===== config.mk =====
export PLATFORM = sky130hd
export DESIGN_NAME = hss_diag_ctrl
export DESIGN_NICKNAME = d
export VERILOG_FILES = /design/src/rtl/hss_pkg.sv /design/src/rtl/hss_sync.sv /design/src/rtl/hss_qual_timer.sv /design/src/rtl/hss_thermal.sv /design/src/rtl/hss_diag_ctrl.sv
export SDC_FILE = /design/constraint.sdc
export NUM_CORES = 1
export LEC_CHECK = 0
export CORE_UTILIZATION = 40
export CTS_CLUSTER_DIAMETER = 120
export CTS_CLUSTER_SIZE = 14
export DETAILED_ROUTE_END_ITERATION = 16
export GPL_TIMING_DRIVEN = 0
export PLACE_DENSITY = 0.53
export SYNTH_ARGS = -nofsm -noshare
export SYNTH_HDL_FRONTEND = slang
export SYNTH_HIERARCHICAL = 1
export SYNTH_SLANG_ARGS = --single-unit

===== constraint.sdc =====
create_clock -name clk -period 2 [get_ports clk]
set_input_delay 0.2 -clock clk [delete_from_list [all_inputs] [get_ports clk]]
set_output_delay 0.2 -clock clk [all_outputs]
set_load 0.01 [all_outputs]

===== src/rtl/hss_pkg.sv =====
`timescale 1ns/1ps
// Shared types for the high-side switch diagnostic controller.
package hss_pkg;
    // Thermal protection states: normal, forced off, restarted but still flagged.
    typedef enum logic [1:0] {
        TH_NORM = 2'd0,
        TH_OFF  = 2'd1,
        TH_RUN  = 2'd2
    } th_state_t;
endpackage


===== src/rtl/hss_sync.sv =====
`timescale 1ns/1ps
// Two-flop synchronizer for W asynchronous level signals.
// Assumes inputs are levels that are held far longer than two clock periods.
module hss_sync #(
    parameter int W = 2
) (
    input  logic         clk,
    input  logic         rst_n,
    input  logic [W-1:0] d,
    output logic [W-1:0] q
);
    logic [W-1:0] meta;

    // Capture then re-register; reset both stages to 0.
    always_ff @(posedge clk) begin
        if (!rst_n) begin
            meta <= '0;
            q    <= '0;
        end else begin
            meta <= d;
            q    <= meta;
        end
    end
endmodule


===== src/rtl/hss_qual_timer.sv =====
`timescale 1ns/1ps
// Qualification timer: done rises after cond has been sampled high on DLY
// consecutive edges, stays high while cond holds, and clears on the edge
// after cond drops. Assumes DLY >= 1.
module hss_qual_timer #(
    parameter int DLY = 16
) (
    input  logic clk,
    input  logic rst_n,
    input  logic cond,
    output logic done
);
    localparam int CW = $clog2(DLY + 1);

    logic [CW-1:0] cnt;

    assign done = (cnt == CW'(DLY));

    // Count consecutive qualified cycles, saturate at DLY, restart on a drop.
    always_ff @(posedge clk) begin
        if (!rst_n)      cnt <= '0;
        else if (!cond)  cnt <= '0;
        else if (!done)  cnt <= cnt + 1'b1;
    end

    // R4 (also R6): done can only rise after a qualified cycle.
    p_rise_needs_cond_r4: assert property (@(posedge clk) disable iff (!rst_n)
        $rose(done) |-> $past(cond));

    // a dropped condition clears the report on the next edge.
    p_drop_clears_r6: assert property (@(posedge clk) disable iff (!rst_n)
        !cond |=> !done);
endmodule


===== src/rtl/hss_thermal.sv =====
`timescale 1ns/1ps
// Thermal shutdown / auto-restart state machine with a qualified
// overtemperature status flag. Assumes the comparator flags are synchronous.
// hot has priority over cool and cold when flags overlap.
module hss_thermal #(
    parameter int OT_DLY = 2000
) (
    input  logic clk,
    input  logic rst_n,
    input  logic hot,
    input  logic cool,
    input  logic cold,
    output logic force_off,
    output logic ot_flag
);
    import hss_pkg::*;

    th_state_t st, nxt;
    logic      ot_done;

    hss_qual_timer #(.DLY(OT_DLY)) u_ot_tmr (
        .clk  (clk),
        .rst_n(rst_n),
        .cond (hot),
        .done (ot_done)
    );

    // Next thermal state: shut down on hot, restart on cool, settle on cold.
    always_comb begin
        nxt = st;
        unique case (st)
            TH_NORM: if (hot) nxt = TH_OFF;
            TH_OFF:  if (!hot && cool) nxt = TH_RUN;
            TH_RUN: begin
                if (hot)       nxt = TH_OFF;
                else if (cold) nxt = TH_NORM;
            end
            default: nxt = TH_NORM;
        endcase
    end

    // State register.
    always_ff @(posedge clk) begin
        if (!rst_n) st <= TH_NORM;
        else        st <= nxt;
    end

    // Overtemperature status: set on qualified hot, clear only on cold after restart.
    always_ff @(posedge clk) begin
        if (!rst_n)                                ot_flag <= 1'b0;
        else if (ot_done)                          ot_flag <= 1'b1;
        else if (st == TH_RUN && cold && !hot)     ot_flag <= 1'b0;
    end

    assign force_off = (st == TH_OFF);

    // hot shuts the output down on the next edge.
    p_hot_forces_off_r7: assert property (@(posedge clk) disable iff (!rst_n)
        hot |=> (st == TH_OFF));

    // cooling after shutdown restarts the output.
    p_cool_restarts_r8: assert property (@(posedge clk) disable iff (!rst_n)
        (st == TH_OFF && cool && !hot) |=> (st == TH_RUN));

    // the overtemperature status clears only after cold was seen.
    p_clear_on_cold_r9: assert property (@(posedge clk) disable iff (!rst_n)
        $fell(ot_flag) |-> $past(cold));
endmodule


===== src/rtl/hss_diag_ctrl.sv =====
`timescale 1ns/1ps
// Digital control and diagnostic core of a single-channel high-side switch.
// Synchronizes the control and status-disable inputs, runs thermal
// protection, qualifies open-load and stuck-output faults with their own
// delays and maps them onto an active-low open-drain status line.
// Assumes comparator flags are synchronous to clk; all delays in cycles.
module hss_diag_ctrl #(
    parameter int OLON_DLY  = 20000,
    parameter int OLREL_DLY = 20000,
    parameter int STK_DLY   = 50000,
    parameter int OT_DLY    = 2000
) (
    input  logic clk,
    input  logic rst_n,
    input  logic ctl_in,
    input  logic sdis_in,
    input  logic uv_flag,
    input  logic hot_flag,
    input  logic cool_flag,
    input  logic cold_flag,
    input  logic iload_low,
    input  logic vout_high,
    output logic gate_en,
    output logic stat_pd_en,
    output logic stat_oe
);
    logic ctl_s, sdis_s;
    logic th_off, ot_flag;
    logic olon_done, olrel_done, stk_done;
    logic ol_hold;
    logic fault_lo;

    hss_sync #(.W(2)) u_sync (
        .clk  (clk),
        .rst_n(rst_n),
        .d    ({sdis_in, ctl_in}),
        .q    ({sdis_s, ctl_s})
    );

    hss_thermal #(.OT_DLY(OT_DLY)) u_thermal (
        .clk      (clk),
        .rst_n    (rst_n),
        .hot      (hot_flag),
        .cool     (cool_flag),
        .cold     (cold_flag),
        .force_off(th_off),
        .ot_flag  (ot_flag)
    );

    // Output stage enable: requested, supply good, not thermally shut down.
    assign gate_en = ctl_s & ~uv_flag & ~th_off;

    hss_qual_timer #(.DLY(OLON_DLY)) u_olon_tmr (
        .clk  (clk),
        .rst_n(rst_n),
        .cond (gate_en & iload_low),
        .done (olon_done)
    );

    hss_qual_timer #(.DLY(OLREL_DLY)) u_olrel_tmr (
        .clk  (clk),
        .rst_n(rst_n),
        .cond (ol_hold & ~ctl_s),
        .done (olrel_done)
    );

    hss_qual_timer #(.DLY(STK_DLY)) u_stk_tmr (
        .clk  (clk),
        .rst_n(rst_n),
        .cond (~ctl_s & vout_high),
        .done (stk_done)
    );

    // Open-load report holder: set on qualified open load, cleared when load
    // current returns while on, or when the release delay after turn-off ends.
    always_ff @(posedge clk) begin
        if (!rst_n) ol_hold <= 1'b0;
        else        ol_hold <= (ol_hold | olon_done)
                               & ~olrel_done & ~(ctl_s & ~iload_low);
    end

    // Truth-table merge: overtemperature shows only with control high.
    assign fault_lo   = (ot_flag & ctl_s) | ol_hold | stk_done;
    assign stat_pd_en = fault_lo & ~uv_flag & ~sdis_s;
    assign stat_oe    = ~sdis_s;

    // a high-impedance status line is never pulled low.
    p_hiz_quiet_r3: assert property (@(posedge clk) disable iff (!rst_n)
        !stat_oe |-> !stat_pd_en);

    // undervoltage keeps the output off.
    p_uv_gate_off_r10: assert property (@(posedge clk) disable iff (!rst_n)
        uv_flag |-> !gate_en);

    // with control low and no open-load or stuck report, status is released.
    p_ot_low_ctl_r7: assert property (@(posedge clk) disable iff (!rst_n)
        (!ctl_s && !ol_hold && !stk_done) |-> !stat_pd_en);
endmodule


### Word level (Yosys, flattened, before mapping)

Index checks and enable logic that the tools add are counted.
Widths: inputs -> output; s select.

* add/subtract/negate cells: 4
* equality and inequality tests: 9
* mux-type cells: 7
* bitwise operators: 21
* reductions and logical operators: 11

Operators with widths (number)
* $add 15x1->15 const B: 2
* $eq 15x15->1 const B: 2
* $add 16x1->16 const B: 1
* $eq 16x16->1 const B: 1
* $add 11x1->11 const B: 1
* $and 1x1->1: 11
* $eq 11x11->1 const B: 1
* $mux 2: 4
* $reduce_and 2->1: 4
* $not 1->1: 7
* $pmux 2 s3: 1
* $logic_and 1x1->1: 3
* $ne 3x3->1 const B: 1
* $or 1x1->1: 3
* $reduce_and 3->1: 1
* $eq 2x1->1 const B: 1
* $eq 2x2->1 const B: 1
* $logic_not 2->1: 1
* $mux 1: 2
* $ne 2x1->1 const B: 1
* $ne 2x2->1 const B: 1
* $reduce_bool 2->1: 1
* $logic_not 1->1: 1

* register bits: 65
* input bits: 10
* output and inout port bits: 3
* logic and storage cells: 61

### Depth between registers and ports, before layout

Gate-level depths: netlist of run 1.

* word-level depth: 5
* depth in mapped cells: 7

### By module

Netlist of run 1, hierarchy kept.

By module, submodules not included
* hss_qual_timer (u_olon_tmr ...): instances 2, cells each 91, area each 803.3 um^2
* hss_qual_timer (u_stk_tmr): instances 1, cells each 87, area each 770.7 um^2
* hss_qual_timer (u_thermal.u_ot_tmr): instances 1, cells each 64, area each 564.3 um^2
* hss_thermal: instances 1, cells each 15, area each 145.1 um^2
* hss_sync: instances 1, cells each 8, area each 105.1 um^2
* hss_diag_ctrl: instances 1, cells each 11, area each 97.6 um^2

### Least setup slack after synthesis of run 1

Ideal clock, no wire load.

* path type: register to output
* start point: register u_stk_tmr.cnt[7]
* end point: output port stat_pd_en
* arrival time: 1.545 ns
* setup slack: 0.255 ns
* cell stages (with the launch flop): 5
* cells stage by stage: dfxtp_1 > or4_1 > nor4_4 > a211oi_1 > nor3_1

* cells in the longest elaborated chain, start to end: 4

RTL lines
* start: declaration: RTL line hss_qual_timer.sv:15 `logic [CW-1:0] cnt;`
* start signal: assignment: RTL line hss_qual_timer.sv:23 `else if (!done) cnt <= cnt + 1'b1;`
* $eq 16x16->1: RTL line hss_qual_timer.sv:17 `assign done = (cnt == CW'(DLY));`
* named net stk_done: RTL line hss_diag_ctrl.sv:29 `logic olon_done, olrel_done, stk_done;`
* $or 1x1->1: RTL line hss_diag_ctrl.sv:83 `assign fault_lo = (ot_flag & ctl_s) | ol_hold | stk_done;`
* $and 1x1->1 (2 in a row): RTL line hss_diag_ctrl.sv:84 `assign stat_pd_en = fault_lo & ~uv_flag & ~sdis_s;`
* end: declaration: RTL line hss_diag_ctrl.sv:24 `output logic stat_pd_en,`

The timed path passes the listed nets, and every way through them passes these cells.

### Final worst setup path of run 1

* start point: register u_stk_tmr.cnt[11]
* end point: output port stat_pd_en

Same word-level chain as after synthesis.

==> results of run 1 <==
-- cell usage in the layout, fill, tap and decap left out, types with 5 or more instances in the layout --
| cell type | count |
|---|---|
| dfxtp_1 | 62 |
| nand2_1 | 42 |
| a21oi_1 | 25 |
| inv_1 | 22 |
| nor2_1 | 19 |
| nand3_1 | 16 |
| mux2i_1 | 14 |
| clkbuf_8 | 11 |
| clkdlybuf4s50_1 | 11 |
| o31ai_1 | 10 |
| or4_1 | 10 |
| o21ai_0 | 9 |
| xor2_1 | 8 |
| nand4_1 | 8 |
| nand2b_1 | 8 |
| or3_1 | 8 |
| ha_1 | 8 |
| xnor2_1 | 8 |
| and2_1 | 7 |
| nand3_2 | 6 |
| and4_1 | 5 |
-- worst max path at each step --
stage                                  from  cells after the start          to
after floorplan            u_stk_tmr/cnt[7]                      4  stat_pd_en
after global placement     u_stk_tmr/cnt[7]                      5  stat_pd_en
after detailed placement   u_stk_tmr/cnt[7]                      5  stat_pd_en
after CTS                 u_stk_tmr/cnt[11]                      5  stat_pd_en
after global routing      u_stk_tmr/cnt[11]                      5  stat_pd_en
final                     u_stk_tmr/cnt[11]                      5  stat_pd_en
-- critical path, cell delays in order, from the launching register on --
cell      delay, ns
dfxtp_2        0.32
or4_4          0.54
nor4_4         0.36
a211oi_2       0.08
nor3_2         0.12
buf_2          0.15
-- area by class of cell --
| type | instances | share of cell area |
|---|---|---|
| Clock inverter | 3 | 0.003999 |
| Tap cell | 102 | 0.03399 |
| Buffer | 7 | 0.01200 |
| Sequential cell | 65 | 0.3476 |
| Multi-Input combinational cell | 273 | 0.4995 |
| Timing Repair Buffer | 16 | 0.03865 |
| Inverter | 22 | 0.02199 |
| Clock buffer | 13 | 0.04232 |
-- routing by layer --
layer  share of wire  wire length (um)
met1            0.50              3313
met3           0.031               202
met4          0.0093                61
met5               0                 0
met2            0.46              3017
-- state kept, by name (all words and copies together) (netlist names) --
register,count
u_stk_tmr/cnt,16
u_thermal/u_ot_tmr/cnt,11
u_olrel_tmr/cnt,15
ol_hold,1
u_sync/meta,2
u_sync/q,2
u_thermal/ot_flag,1
u_olon_tmr/cnt,15
u_thermal/st,2
-- report_power, final --
group          switching, uW  total, uW  internal (uW)
registers               9.40       1310           1300
logic                   33.7       69.2           35.6
clock network            486        998            513
total                    529       2380           1850
-- cells by family after synthesis --
group,synth area share
buf+inv,0.03842
mux,0.04260
simple gates,0.3477
compound gates,0.1027
flops,0.3956
fa+ha+maj,0.03043
xor+xnor,0.04260
-- per-stage QoR --
stage          TNS [ns]  power [uW]  worst slack [ns]  instances  utilization
2_1_floorplan         0        1374            0.2553        367            -
3_3_place_gp    -0.3664        1411           -0.3664        481       0.4507
3_5_place_dp    -0.3719        1412           -0.3719        481       0.4507
4_1_cts         -0.1100        2425           -0.1100        500       0.4767
5_1_grt         -0.1956        2498           -0.1956        501       0.4785
6_report        -0.1122        2381           -0.1122        501       0.4785
-- repair_timing --
item                       CTS  global route
pin swaps                    4             2
gates resized for setup      9             3
setup buffers                3             1
setup endpoints to repair    1             3
==> results.sh, run 1 <==
export IMPL_status="finished, violations left"
export IMPL_failed_checks="negative setup slack"
export IMPL_fin_area_sq_um=3755
export IMPL_syn2layout_area_growth_pct=14.15
export IMPL_die_x_um=92.69
export IMPL_globalplace_congestion=0.7434
export IMPL_min_delay_start="u_sync/meta[0]"
export IMPL_hold_depth=1
export IMPL_slew_viol_final=0
export IMPL_cts_tree="built"
export IMPL_rsz0062_at_grt="true"
export IMPL_pwr_density_cell_nw_per_um2=634.0
export IMPL_cts_max_level=3
export IMPL_port_buffers=12
export IMPL_holdWs_ns=0.4357
export IMPL_hpwl_mm=4.593
export IMPL_ys_types=50
export IMPL_synth_edf_count=0
export IMPL_hold_buffers=0
export IMPL_multiInputGateArea_sq_um=1876
export IMPL_fin_crit_sh=1.056
export IMPL_grt_overflow=0
export IMPL_avgSynthCellArea_sq_um=8.963
export IMPL_hp_class="reg2reg"
export IMPL_maxSlewHeadroom=0.6614
export IMPL_synthFlopType="dfxtp_1"
export IMPL_drtIter0Drc=60
export IMPL_netlist_instances=367
export IMPL_grtUsageMet3=0.05255
export IMPL_top_usage_layer="met2"
export IMPL_n_fill_cell=804
export IMPL_ir_worst_vdd_mv=0.4928
export IMPL_r2r_start="u_stk_tmr/cnt[11]"
export IMPL_finalHoldViolCount=0
export IMPL_wl_per_cell_um=13.16
export IMPL_crit_arrival_ns=1.91
export IMPL_grt_usage=0.1719
export IMPL_rows=32
export IMPL_finClkSkew_ns=0.005944
export IMPL_synth_top_area_frac=0.3956
export IMPL_grt_first_pass_wirelength_mm=11.85
export IMPL_hold_end="u_sync/q[0]"
export IMPL_tightest_slew_ns=0.5063
export IMPL_cp_max_fo=2
export IMPL_r2r_slack_ns=0.11
export IMPL_ys_top_cells_by_count="dfxtp_1, nand2_1, a21oi_1, inv_1, nor2_1"
export IMPL_min_period_ns=2.112
export IMPL_drtAntennaViolNets=0
export IMPL_die_h_um=92.69
export IMPL_ff_latch_area_sq_um=1305
export IMPL_r2r_cells=6
export IMPL_vias_per_cell=5.353
export IMPL_ys_warn_count=6
export IMPL_ys_seq_elements=65
export IMPL_worstSkewPairLatency_ns=0.34
export IMPL_placed_area_sq_um=3537
export IMPL_setup_viol_count_final=1
export IMPL_die_area_sq_um=8591
export IMPL_synth_nets=385
export IMPL_p_leak_uw=0.001145
export IMPL_pin_count=13
export IMPL_netlist_area_sq_um=3289
export IMPL_core_area_sq_um=7848
export IMPL_fin_nets=412
export IMPL_drv_cap=0
export IMPL_grt_pass1_vias=2605
export IMPL_drt_pass1_iterations=4
export IMPL_drc_errors=0
export IMPL_vias=2682
export IMPL_root_buffer="clkbuf_8"
export IMPL_crit_path_end_kind="primary output"
export IMPL_worstReg2RegEnd="u_stk_tmr/cnt[1]"
export IMPL_diodes=0
export IMPL_max_freq_ghz=0.4734
export IMPL_drive_gt1_frac=0.1429
export IMPL_met2_usage=0.2833
export IMPL_path_clk_slew_ns=0.07
export IMPL_initial_core_util=0.4192
export IMPL_critPathLaunchType="flip-flop"
export IMPL_ys_top_cells_by_area="dfxtp_1, nand2_1, mux2i_1"
export IMPL_grt_max_degree=17
export IMPL_async_reset_ff_frac=0
export IMPL_path_class="reg2out"
export IMPL_ys_seq_area_frac=0.3956
export IMPL_antenna_found_initial=0
export IMPL_numCtsBuffers=9
export IMPL_layout_setup_ws_ns=-0.1122
export IMPL_wirelength_mm=6.594
export IMPL_clock_path_buffers=2
export IMPL_required_ns=1.80
export IMPL_cts_sinks=65
export IMPL_yosysMostFrequentCell="dfxtp_1"
export IMPL_met1_usage=0.2162
export IMPL_yosys_area_top_type="dfxtp_1"
(Power assumes the default switching activity.)
==> inputs of run 2 (changes only) <==
Settings changed: CORE_UTILIZATION 40 to 60, PLACE_DENSITY 0.53 to 0.75.
==> results.sh, run 2 (same netlist as run 1, synthesis figures left out) <==
export IMPL_status="finished, violations left"
export IMPL_failed_checks="negative setup slack"
export IMPL_cpPeakStageDelay_ns=0.54
export IMPL_pwr_density_cell_nw_per_um2=621.8
export IMPL_pin_count=13
export IMPL_syn2layout_area_growth_pct=11.94
export IMPL_finalHoldViolCount=0
export IMPL_path_cells="or4_4, nor4_4, a211oi_2, nor3_2, buf_2"
export IMPL_critPathLaunchType="flip-flop"
export IMPL_required_ns=1.80
export IMPL_cts_max_level=3
export IMPL_place_ws_ns=-0.3589
export IMPL_mostFrequentLayoutCells="dfxtp_1, nand2_1, a21oi_1"
export IMPL_maxSlewHeadroom=0.6704
export IMPL_finClkSkew_ns=0.004671
export IMPL_n_fill_cell=437
export IMPL_drt_pass1_iterations=4
export IMPL_p_sw_uw=488.0
export IMPL_vias=2666
export IMPL_die_h_um=76.04
export IMPL_max_freq_ghz=0.4935
export IMPL_fin_nets=411
export IMPL_cp_max_fo=2
export IMPL_hpwl_mm=4.566
export IMPL_hp_class="reg2reg"
export IMPL_rsz0062_at_grt="true"
export IMPL_drc_errors=0
export IMPL_multiInputGateArea_sq_um=1876
export IMPL_diodes=0
export IMPL_reg_top3="u_stk_tmr/cnt x16, u_olon_tmr/cnt x15, u_olrel_tmr/cnt x15"
export IMPL_utilization=0.7075
export IMPL_path_class="reg2out"
export IMPL_worstSkewPairLatency_ns=0.33
export IMPL_cpLargestDelayFamily="simple AND/OR/NAND/NOR gates"
export IMPL_ff_latch_area_sq_um=1304
export IMPL_tightest_slew_ns=0.4929
export IMPL_cp_num_buf_inv=1
export IMPL_rows=26
export IMPL_initial_core_util=0.6320
export IMPL_wl_per_cell_um=13.86
export IMPL_seqPwrFrac=0.574
export IMPL_layout_setup_ws_ns=-0.02641
export IMPL_globalplace_congestion=0.7707
export IMPL_power_clock_fraction=0.396
export IMPL_layout_commonest_cell="dfxtp_1"
export IMPL_path_clk_slew_ns=0.06
export IMPL_drv_cap=0
export IMPL_slowest_stage="or4_4"
export IMPL_fin_crit_sh=1.013
export IMPL_fin_area_sq_um=3682
export IMPL_die_area_sq_um=5782
export IMPL_core_area_sq_um=5205
export IMPL_clock_path_buffers=2
export IMPL_placed_area_sq_um=3497
export IMPL_p_leak_uw=0.001121
export IMPL_drive_gt1_frac=0.1342
export IMPL_comb_power_share=0.030
export IMPL_drtAntennaViolNets=0
export IMPL_port_buffers=12
export IMPL_antenna_found_initial=0
export IMPL_numCtsBuffers=9
export IMPL_cts_sinks=65
export IMPL_grt_max_degree=17
export IMPL_setup_viol_count_final=1
export IMPL_slew_viol_final=0
export IMPL_grt_first_pass_wirelength_mm=11.52
export IMPL_wirelength_mm=6.443
export IMPL_crit_arrival_ns=1.83
export IMPL_crit_path_end_kind="primary output"
export IMPL_grt_overflow=0
export IMPL_hold_buffers=0
export IMPL_cts_tree="built"
export IMPL_drtIter0Drc=78
export IMPL_swShare=0.2131
export IMPL_min_period_ns=2.026
export IMPL_grt_usage=0.2454
export IMPL_largest_reg_flops=16
export IMPL_die_x_um=76.04
export IMPL_p_int_uw=1802
export IMPL_root_buffer="clkbuf_8"
export IMPL_ir_worst_vdd_mv=0.4241
export IMPL_grt_pass1_vias=2574
export IMPL_top_register="u_stk_tmr/cnt"
export IMPL_vias_per_cell=5.733
==> run 2: cell count changes in the layout (fill, tap and decap cells not counted) <==
cell,previous run,this run
buf_4,4,3
clkbuf_8,11,10
clkinv_2,3,1
dfxtp_1,62,63
dfxtp_2,3,2
inv_1,22,21
inv_2,0,1
==> run 2: power by group through the flow <==
stage	clock network (uW)	logic, uW	registers (uW)
2_1_floorplan	0	34.0	1340
3_3_place_gp	0	67.2	1340
3_5_place_dp	0	68.8	1340
4_1_cts	937	69.4	1310
5_1_grt	990	76.3	1320
6_report	907	68.0	1310
==> run 2: worst paths after layout <==
kind / from / to / slack, ns / depth (start not counted)
max: u_stk_tmr/cnt[10] / stat_pd_en / -0.03 / 5
min: u_sync/meta[0] / u_sync/q[0] / 0.42 / 1
max reg2reg: u_stk_tmr/cnt[2] / u_stk_tmr/cnt[15] / 0.24 / 4
min reg2reg: u_sync/meta[0] / u_sync/q[0] / 0.42 / 1
==> run 2: worst register-to-register path, delay by kind of cell (launching register included) <==
kind | cells | cell delay, ns
AND/OR/NAND/NOR | 3 | 1.09
flip-flops | 1 | 0.46
AO/OA/AOI/OAI | 1 | 0.15
==> run 2: final cells by class <==
| class | instances | share of cell area |
|---|---|---|
| clock inverter | 1 | 0.001359 |
| buffer | 7 | 0.01223 |
| sequential | 65 | 0.3541 |
| timing repair buffer | 15 | 0.03738 |
| inverter | 22 | 0.02243 |
| tap | 70 | 0.02379 |
| clock buffer | 12 | 0.03942 |
| multi-input combinational | 273 | 0.5093 |
==> run 2: metrics by stage <==
stage	cells	setup TNS (ns)	hold WS [ns]	total power, uW
floorplan	367	0	0.3127	1374
global placement	449	-0.3962	0.4148	1410
detailed placement	449	-0.3589	0.4113	1412
CTS	465	-0.07026	0.4256	2320
global route	465	-0.1431	0.4419	2382
finish	465	-0.02641	0.4221	2290
==> run 2: per-layer routing <==
layer,track usage,up-vias,wire length (um)
li1,-,1384,-
met5,0,-,0
met4,0.08077,0,75
met2,0.4109,34,3113
met3,0.06587,9,190
met1,0.3061,1239,3063
==> run 2: repair_timing <==
action | 4_1_cts | 5_1_grt
gates resized for setup | 9 | 3
endpoints found under the setup margin | 1 | 2
pin swaps | 4 | 0
gates cloned | 0 | 0
setup buffers | 3 | 0
hold endpoints to repair | 0 | 0
==> inputs of run 3 (changes only) <==
Settings changed: SLEW_MARGIN set to 10.
==> results of run 3 <==
No change in the layout: final DEF, timing and power equal those of run 2.
